===== config.mk =====
export PLATFORM = sky130hd
export DESIGN_NAME = i2c_cmd_engine
export DESIGN_NICKNAME = d
export VERILOG_FILES = /design/src/rtl/i2c_cmd_engine.sv
export SDC_FILE = /design/constraint.sdc
export NUM_CORES = 1
export LEC_CHECK = 0
export ABC_CLOCK_PERIOD_IN_PS = 5650
export CAP_MARGIN = 0
export CORE_MARGIN = 2
export CORE_UTILIZATION = 47
export CTS_BUF_LIST = sky130_fd_sc_hd__clkbuf_4
export DETAILED_ROUTE_END_ITERATION = 8
export PLACE_DENSITY = 0.91
export SLEW_MARGIN = 5
export SYNTH_ARGS = -nofsm -noshare
export SYNTH_HDL_FRONTEND = slang
export SYNTH_SLANG_ARGS = --single-unit

===== constraint.sdc =====
create_clock -name clk -period 5.65 [get_ports clk]
set_clock_uncertainty 0.1 [all_clocks]
set_input_delay 1.695 -clock clk [delete_from_list [all_inputs] [get_ports clk]]
set_output_delay 1.695 -clock clk [all_outputs]
set_load 0.1 [all_outputs]

===== src/rtl/i2c_cmd_engine.sv =====
module i2c_cmd_engine (
  input  logic        clk,
  input  logic        rst_n,
  input  logic        tick,
  input  logic        cmd_valid,
  input  logic [10:0] cmd_word,
  output logic        cmd_pop,
  output logic        rx_push,
  output logic [7:0]  rx_byte,
  input  logic        rxf_empty,
  input  logic [7:0]  rxf_head,
  output logic [15:0] rxf_word,
  input  logic        ignore_nack,
  input  logic [31:0] flag_clr,
  output logic [31:0] status,
  output logic        hs_active,
  input  logic        scl_in,
  input  logic        sda_in,
  output logic        scl_oe,
  output logic        sda_oe
);
  typedef enum logic [1:0] {S_IDLE, S_START, S_BITS, S_STOP} st_t;
  st_t st;
  logic [1:0] ph;
  logic [3:0] bitn;
  logic [7:0] sh, cnt;
  logic rx, disc, exp_nack, sdf, ndf, alf, mbf, bbf, sda_q, scl_q;
  logic [2:0] code;
  logic data_cmd, next_ends, ack_bit;

  assign code      = cmd_word[10:8];
  assign data_cmd  = (code == 3'd0) || (code == 3'd1) || (code == 3'd3);
  assign next_ends = cmd_valid && ((code == 3'd2) || code[2]);
  assign ack_bit   = (bitn == 4'd8);
  assign cmd_pop   = (st == S_IDLE) && cmd_valid && !alf && !(ndf && data_cmd);
  assign rx_push   = (st == S_BITS) && tick && (ph == 2'd3) && ack_bit && rx && !disc;
  assign rx_byte   = sh;
  assign rxf_word  = rxf_empty ? 16'h4000 : {8'h00, rxf_head};
  assign status    = {6'b0, bbf, mbf, 12'b0, alf, ndf, sdf, 9'b0};

  always_ff @(posedge clk or negedge rst_n) begin
    if (!rst_n) begin
      st <= S_IDLE; ph <= 2'd0; bitn <= 4'd0; sh <= 8'd0; cnt <= 8'd0;
      rx <= 1'b0; disc <= 1'b0; exp_nack <= 1'b0; hs_active <= 1'b0;
      sdf <= 1'b0; ndf <= 1'b0; alf <= 1'b0; mbf <= 1'b0; bbf <= 1'b0;
      scl_oe <= 1'b0; sda_oe <= 1'b0; sda_q <= 1'b1; scl_q <= 1'b1;
    end else begin
      sda_q <= sda_in;
      scl_q <= scl_in;
      if (scl_in && scl_q && sda_q && !sda_in) bbf <= 1'b1;
      else if (scl_in && scl_q && !sda_q && sda_in) bbf <= 1'b0;
      if (flag_clr[9])  sdf <= 1'b0;
      if (flag_clr[10]) ndf <= 1'b0;
      if (flag_clr[11]) alf <= 1'b0;
      if (cmd_pop) begin
        ph <= 2'd0;
        bitn <= 4'd0;
        sh <= cmd_word[7:0];
        case (code)
          3'd0: begin st <= S_BITS; rx <= 1'b0; exp_nack <= 1'b0; end
          3'd1, 3'd3: begin
            st <= S_BITS; rx <= 1'b1; disc <= code[1]; cnt <= cmd_word[7:0];
          end
          3'd2: st <= S_STOP;
          default: begin
            st <= S_START; rx <= 1'b0; exp_nack <= code[0]; mbf <= 1'b1;
            if (code[1]) hs_active <= 1'b1;
          end
        endcase
      end else if (tick && st != S_IDLE) begin
        ph <= ph + 2'd1;
        case (st)
          S_START: begin
            case (ph)
              2'd0: sda_oe <= 1'b0;
              2'd1: scl_oe <= 1'b0;
              2'd2: sda_oe <= 1'b1;
              default: begin scl_oe <= 1'b1; st <= S_BITS; bitn <= 4'd0; end
            endcase
          end
          S_BITS: begin
            case (ph)
              2'd0: begin
                scl_oe <= 1'b1;
                sda_oe <= ack_bit ? (rx && !((cnt == 8'd0) && next_ends)) : (!rx && !sh[7]);
              end
              2'd1: scl_oe <= 1'b0;
              2'd2: begin
                if (!ack_bit) begin
                  if (!rx && sh[7] && !sda_in) begin
                    alf <= 1'b1; scl_oe <= 1'b0; sda_oe <= 1'b0;
                    mbf <= 1'b0; hs_active <= 1'b0; st <= S_IDLE;
                  end else sh <= {sh[6:0], sda_in};
                end else if (!rx && sda_in && !ignore_nack && !exp_nack) ndf <= 1'b1;
              end
              default: begin
                scl_oe <= 1'b1;
                if (ack_bit) begin
                  if (rx && cnt != 8'd0) begin cnt <= cnt - 8'd1; bitn <= 4'd0; end
                  else st <= S_IDLE;
                end else bitn <= bitn + 4'd1;
              end
            endcase
          end
          S_STOP: begin
            case (ph)
              2'd0: begin scl_oe <= 1'b1; sda_oe <= 1'b1; end
              2'd1: scl_oe <= 1'b0;
              2'd2: sda_oe <= 1'b0;
              default: begin
                sdf <= 1'b1; mbf <= 1'b0; hs_active <= 1'b0; st <= S_IDLE;
              end
            endcase
          end
          default: ;
        endcase
      end
    end
  end

  a_r1_sda_stable_scl_high: assert property (@(posedge clk) disable iff (!rst_n)
    (!$stable(sda_oe) && !scl_oe && !$past(scl_oe)) |-> (st == S_START || st == S_STOP));
  a_r2_tick_paced: assert property (@(posedge clk) disable iff (!rst_n)
    !tick |=> $stable(scl_oe));
  a_r6_stop_done: assert property (@(posedge clk) disable iff (!rst_n)
    $rose(sdf) |-> (!mbf && !hs_active));
  a_r9_lines_free: assert property (@(posedge clk) disable iff (!rst_n)
    alf |-> (!scl_oe && !sda_oe));
endmodule


Yosys cells after proc, flatten, opt, wreduce, memory -nomap -nowiden
Cells that the tools add are included.
{"block": "totals", "reg_bits": 37, "out_inout_bits": 61, "wordCells": 208, "input_bits": 59}
{"block": "classes", "add_sub_neg": 3, "muxes": 77, "reduce_logical": 72, "eq_ne": 35, "n_bitwise": 3}
{"cell": "$mux W8", "count": 13}
{"cell": "$mux W1", "count": 32}
{"cell": "$ne A3 B3 Y1 const B", "count": 10}
{"cell": "$logic_and A1 B1 Y1", "count": 25}
{"cell": "$mux W4", "count": 6}
{"cell": "$mux W2", "count": 10}
{"cell": "$pmux W1 S2", "count": 9}
{"cell": "$reduce_and A8 Y1", "count": 2}
{"cell": "$mux W15", "count": 1}
{"cell": "$reduce_and A7 Y1", "count": 2}
{"cell": "$reduce_bool A2 Y1", "count": 7}
{"cell": "$ne A4 B3 Y1 const B", "count": 3}
{"cell": "$logic_not A1 Y1", "count": 10}
{"cell": "$ne A2 B2 Y1 const B", "count": 5}
{"cell": "$reduce_and A5 Y1", "count": 2}
{"cell": "$reduce_and A9 Y1", "count": 1}
{"cell": "$reduce_bool A3 Y1", "count": 3}
{"cell": "$reduce_or A3 Y1", "count": 3}
{"cell": "$eq A2 B2 Y1 const B", "count": 4}
{"cell": "$logic_not A8 Y1", "count": 1}
{"cell": "$ne A4 B4 Y1 const B", "count": 2}
{"cell": "$pmux W2 S2", "count": 2}
{"cell": "$pmux W4 S2", "count": 1}
{"cell": "$reduce_bool A8 Y1", "count": 1}
{"cell": "other kinds (21)", "count": 35}

Longest topological paths before layout
{"block": "depth", "ltp_word": 10, "mapped_depth": 7, "ltp_nobuf": 6}

Worst setup path before layout
OpenSTA, ideal clock, no wires.
{"block": "synth_path", "path_type": "input to output", "startpoint": "input port tick", "endpoint": "output port rx_push", "t_required_ns": 3.855, "arrival_ns": 3.820, "path_buffers": 0, "path_stages": 2, "slack_ns": 0.035, "path_cell_list": "nand4b_1 -> nor3_1"}
{"block": "synth_between", "elab_chain_len": 5}
{"item": "start: declaration", "line": "4", "rtl": "input logic tick,"}
{"item": "$logic_and A1 B1 Y1 (5 in a row)", "line": "36", "rtl": "assign rx_push = (st == S_BITS) && tick && (ph == 2'd3) && ack_bit && rx && !disc;"}
{"item": "end: declaration", "line": "8", "rtl": "output logic rx_push,"}
Every way passes these cells.

Final worst setup path
{"block": "layout_path", "startpoint": "input port cmd_valid", "endpoint": "output port cmd_pop"}
{"block": "layout_between", "elab_chain_len": 3}
{"item": "start: declaration", "line": "5", "rtl": "input logic cmd_valid,"}
{"item": "$logic_and A1 B1 Y1 (3 in a row)", "line": "35", "rtl": "assign cmd_pop = (st == S_IDLE) && cmd_valid && !alf && !(ndf && data_cmd);"}
{"item": "end: declaration", "line": "7", "rtl": "output logic cmd_pop,"}
Every way passes these cells.

==> results.toml <==
[cells_and_area]
antenna-diode-count = 0
layout-drive-gt1-share = 0.1068
fin_util = 0.5763
final_area_mm2 = 0.003193
syn2layout_area_growth_pct = 18.31
fin_cells = 409
nNetsFinal = 404

[clocking]
clk_pin_slew_ns = 0.12
cts.sinks = 37
cts_setup_buffers = 0
clockBufferDepth = 2
cts_tree = "yes"
ctsHoldBuffers = 0
cts-buffers-inserted = 5
cts.repair.resized = 0
cts_root_buf = "clkbuf_4"
clock_latency_ns = 0.36
htree_levels = 2

[route]
drt-wirelength-per-cell_um = 14.81
viasPerCell = 5.509
dr.pass1.iters = 4
drt-total-wl_um = 6059
dr.first_iter.drc_count = 209
drc = 0
antenna_left = 0
vias = 2253

[critical_path]
cp_data_arrival_time_ns = 3.30
worst_setup_path_end_kind = "output pin"
r2r-end = "rx_byte[0]"
r2r_cells = 6
crit_chain = "clkdlybuf4s50_1, or4b_4, a21o_4, inv_2, buf_12"
startpoint_type = "input port"
critPathSlowestCell = "clkdlybuf4s50_1"
crit_type = "input port to output pin"
worstPathRequired_ns = 3.86
slowest_delay_ns = 0.53
critPathMaxFanout = 15
r2r_start = "st[0]"
r2r_slack_ns = 3.12

[global_route]
grt_use_met3 = 0.04638
top_usage_layer = "met2"
grt_max_degree = 38
grt_pass1_vias = 2079
grt_remaining_overflow = 0
grt_first_pass_wirelength_um = 10010
antenna_found_initial = 0
met1_usage = 0.2712
track_usage = 0.1984
met2_usage = 0.3176

[power]
p_per_area_mw_per_mm2 = 577.4
vdd_drop_max_v = 0.0004320
p_sw_mw = 1.019
power.internal_mw = 0.8245
swShare = 0.5528
power.total_mw = 1.844
p_leak_nw = 1.461
p_comb_frac = 0.637
p_clk_frac = 0.101
p_seq_frac = 0.262

[floorplan]
die_h_um = 79.78
rows = 27
initial_core_util = 0.4871
dieWidth_um = 79.78
core_area_mm2 = 0.005540
io_pins = 120
die-area_mm2 = 0.006364

[sta]
fmax_mhz = 196.4
setup_viol = 0
timing.hold.ws_ns = 0.4064
finalSetupTns_ns = 0
relSlewSlack = 0.3454
post-route-period-util = 0.9011
finalMaxSlewViolations = 0
worst_slack_ns = 0.5586
worst_pin_slew_ns = 0.9788
finalHoldViolCount = 0
rsz0062_at_grt = "false"
fin_crit_ns = 5.091

[synthesis]
synth_top_flop_cell = "dfrtp_1"
syn-instance-count = 288
synthArstFlopShare = 1.000
seq_area_frac_synth = 0.3440
synth.mux.area_fraction = 0.04219
synth_top_family_by_area = "compound AO/OA/AOI/OAI gates"
yosys.area_share.simple = 0.1878
synth-edff-count = 0
synthAdderAreaFrac = 0.04172
synth_compound_area_frac = 0.2151
synth_xor_area_frac = 0.009736
ys_warn_count = 0
ys_ff_latch = 37
syn_area_mm2 = 0.002699
synth_cell_types = 63
avgSynthCellArea_um2 = 9.371

[flow_run]
cap_viol_max_count = 0

[placement]
dp_cells = 401
hpwl_um = 4554
preCtsSetupSlack_ns = 0.5770
placed_cell_area_mm2 = 0.003114
io_buffers = 56
place_congestion = 0.9005

[hold_path]
hold_class = "register to register"
whs_endpoint = "mbf"
hp-start = "mbf"
hold_depth = 1

[outcome]
status = "complete, no violations"
==> critical path, delay by kind of cell <==
kind	cells	cell delay, ns
AOI/OAI and AO/OA	1	0.28
buffers and inverters	3	0.80
and+or+nand+nor	1	0.51
==> synth_stat cells (2+ instances only) <==
cell type,number,area share
nand4_1,2,0.0046
o211ai_1,6,0.017
nor2_1,13,0.018
buf_2,2,0.0037
dfrtp_1,35,0.32
a21oi_1,5,0.0093
nand3_1,5,0.0093
nor4b_1,2,0.0065
o22ai_1,3,0.0070
a31oi_1,3,0.0070
and3_1,3,0.0070
nor3b_1,3,0.0083
o2bb2ai_1,3,0.0097
nand2_1,14,0.019
inv_1,17,0.024
a211o_1,2,0.0065
a21o_1,11,0.031
clkbuf_1,4,0.0056
o21ai_0,11,0.020
o32ai_1,2,0.0065
dfstp_2,2,0.019
mux2i_1,8,0.030
nand3b_1,2,0.0056
or4_1,2,0.0056
a22o_1,6,0.019
nor2b_1,11,0.025
mux2_2,2,0.0083
xnor2_1,3,0.0097
and2_1,2,0.0046
or3_1,2,0.0046
o221ai_1,2,0.0065
buf_4,41,0.11
nand2b_1,2,0.0046
ha_1,9,0.042
a211oi_1,9,0.025
buf_6,2,0.0083
nor3_1,11,0.020
==> how the worst max path moves through the flow <==
stage | depth (start not counted) | slack (ns) | from | to
2_1_floorplan | 2 | 0.04 | tick | rx_push
3_3_place_gp | 5 | 0.59 | cmd_valid | cmd_pop
3_5_place_dp | 5 | 0.58 | cmd_valid | cmd_pop
4_1_cts | 5 | 0.57 | cmd_valid | cmd_pop
5_1_grt | 5 | 0.54 | cmd_valid | cmd_pop
6_report | 5 | 0.56 | cmd_valid | cmd_pop
==> sequential cells by signal, indices dropped and copies added, names as in the netlist <==
signal,count
mbf,1
alf,1
cnt,8
scl_oe,1
exp_nack,1
ndf,1
disc,1
ph,2
bbf,1
bitn,4
scl_q,1
rx,1
sdf,1
rx_byte,8
st,2
sda_q,1
hs_active,1
sda_oe,1
==> cells in the final DEF (no fill, tap or decap), drive strengths merged, types with 5 or more instances in the layout <==
cell type,instances
mux2i,8
o211ai,6
a211oi,9
o21ai,13
a22o,6
a21o,12
nand2,14
inv,18
nor3,11
nor2b,11
clkdlybuf4s50,45
nor2,13
a21oi,5
ha,9
dfrtp,35
conb,34
buf,13
clkbuf,5
nand3,5
==> cell families after synthesis <==
logic type	Yosys count
xor gates and xnor gates	3
muxes	11
other	1
AOI/OAI and AO/OA	76
and+or+nand+nor	83
DFF	37
adders and majority gates	9
buffers and inverters	68
==> per-layer routing <==
layer	up-vias	wire length, µm
li1	1064	-
met1	1061	2563
met2	119	2785
met4	0	76
met5	-	0
met3	9	634
==> final cells by class <==
cell class | count | area (µm²)
clock buffers | 5 | 37.54
well taps | 72 | 90.09
clock inverters | 3 | 41.29
repair buffers | 58 | 560.5
fillers | 506 | 2347
multi-input cells | 216 | 1468
inverters | 18 | 67.56
flip-flops and latches | 37 | 928.4
==> power by group through the flow <==
stage	clock network, mW	logic, mW	registers (mW)
after floorplan	0	0.753	0.687
after global placement	0	1.15	0.479
after detailed placement	0	1.17	0.485
after CTS	0.193	1.18	0.481
after global routing	0.205	1.26	0.502
final	0.186	1.17	0.484
No activity file was read; power rests on OpenSTA's default activity.
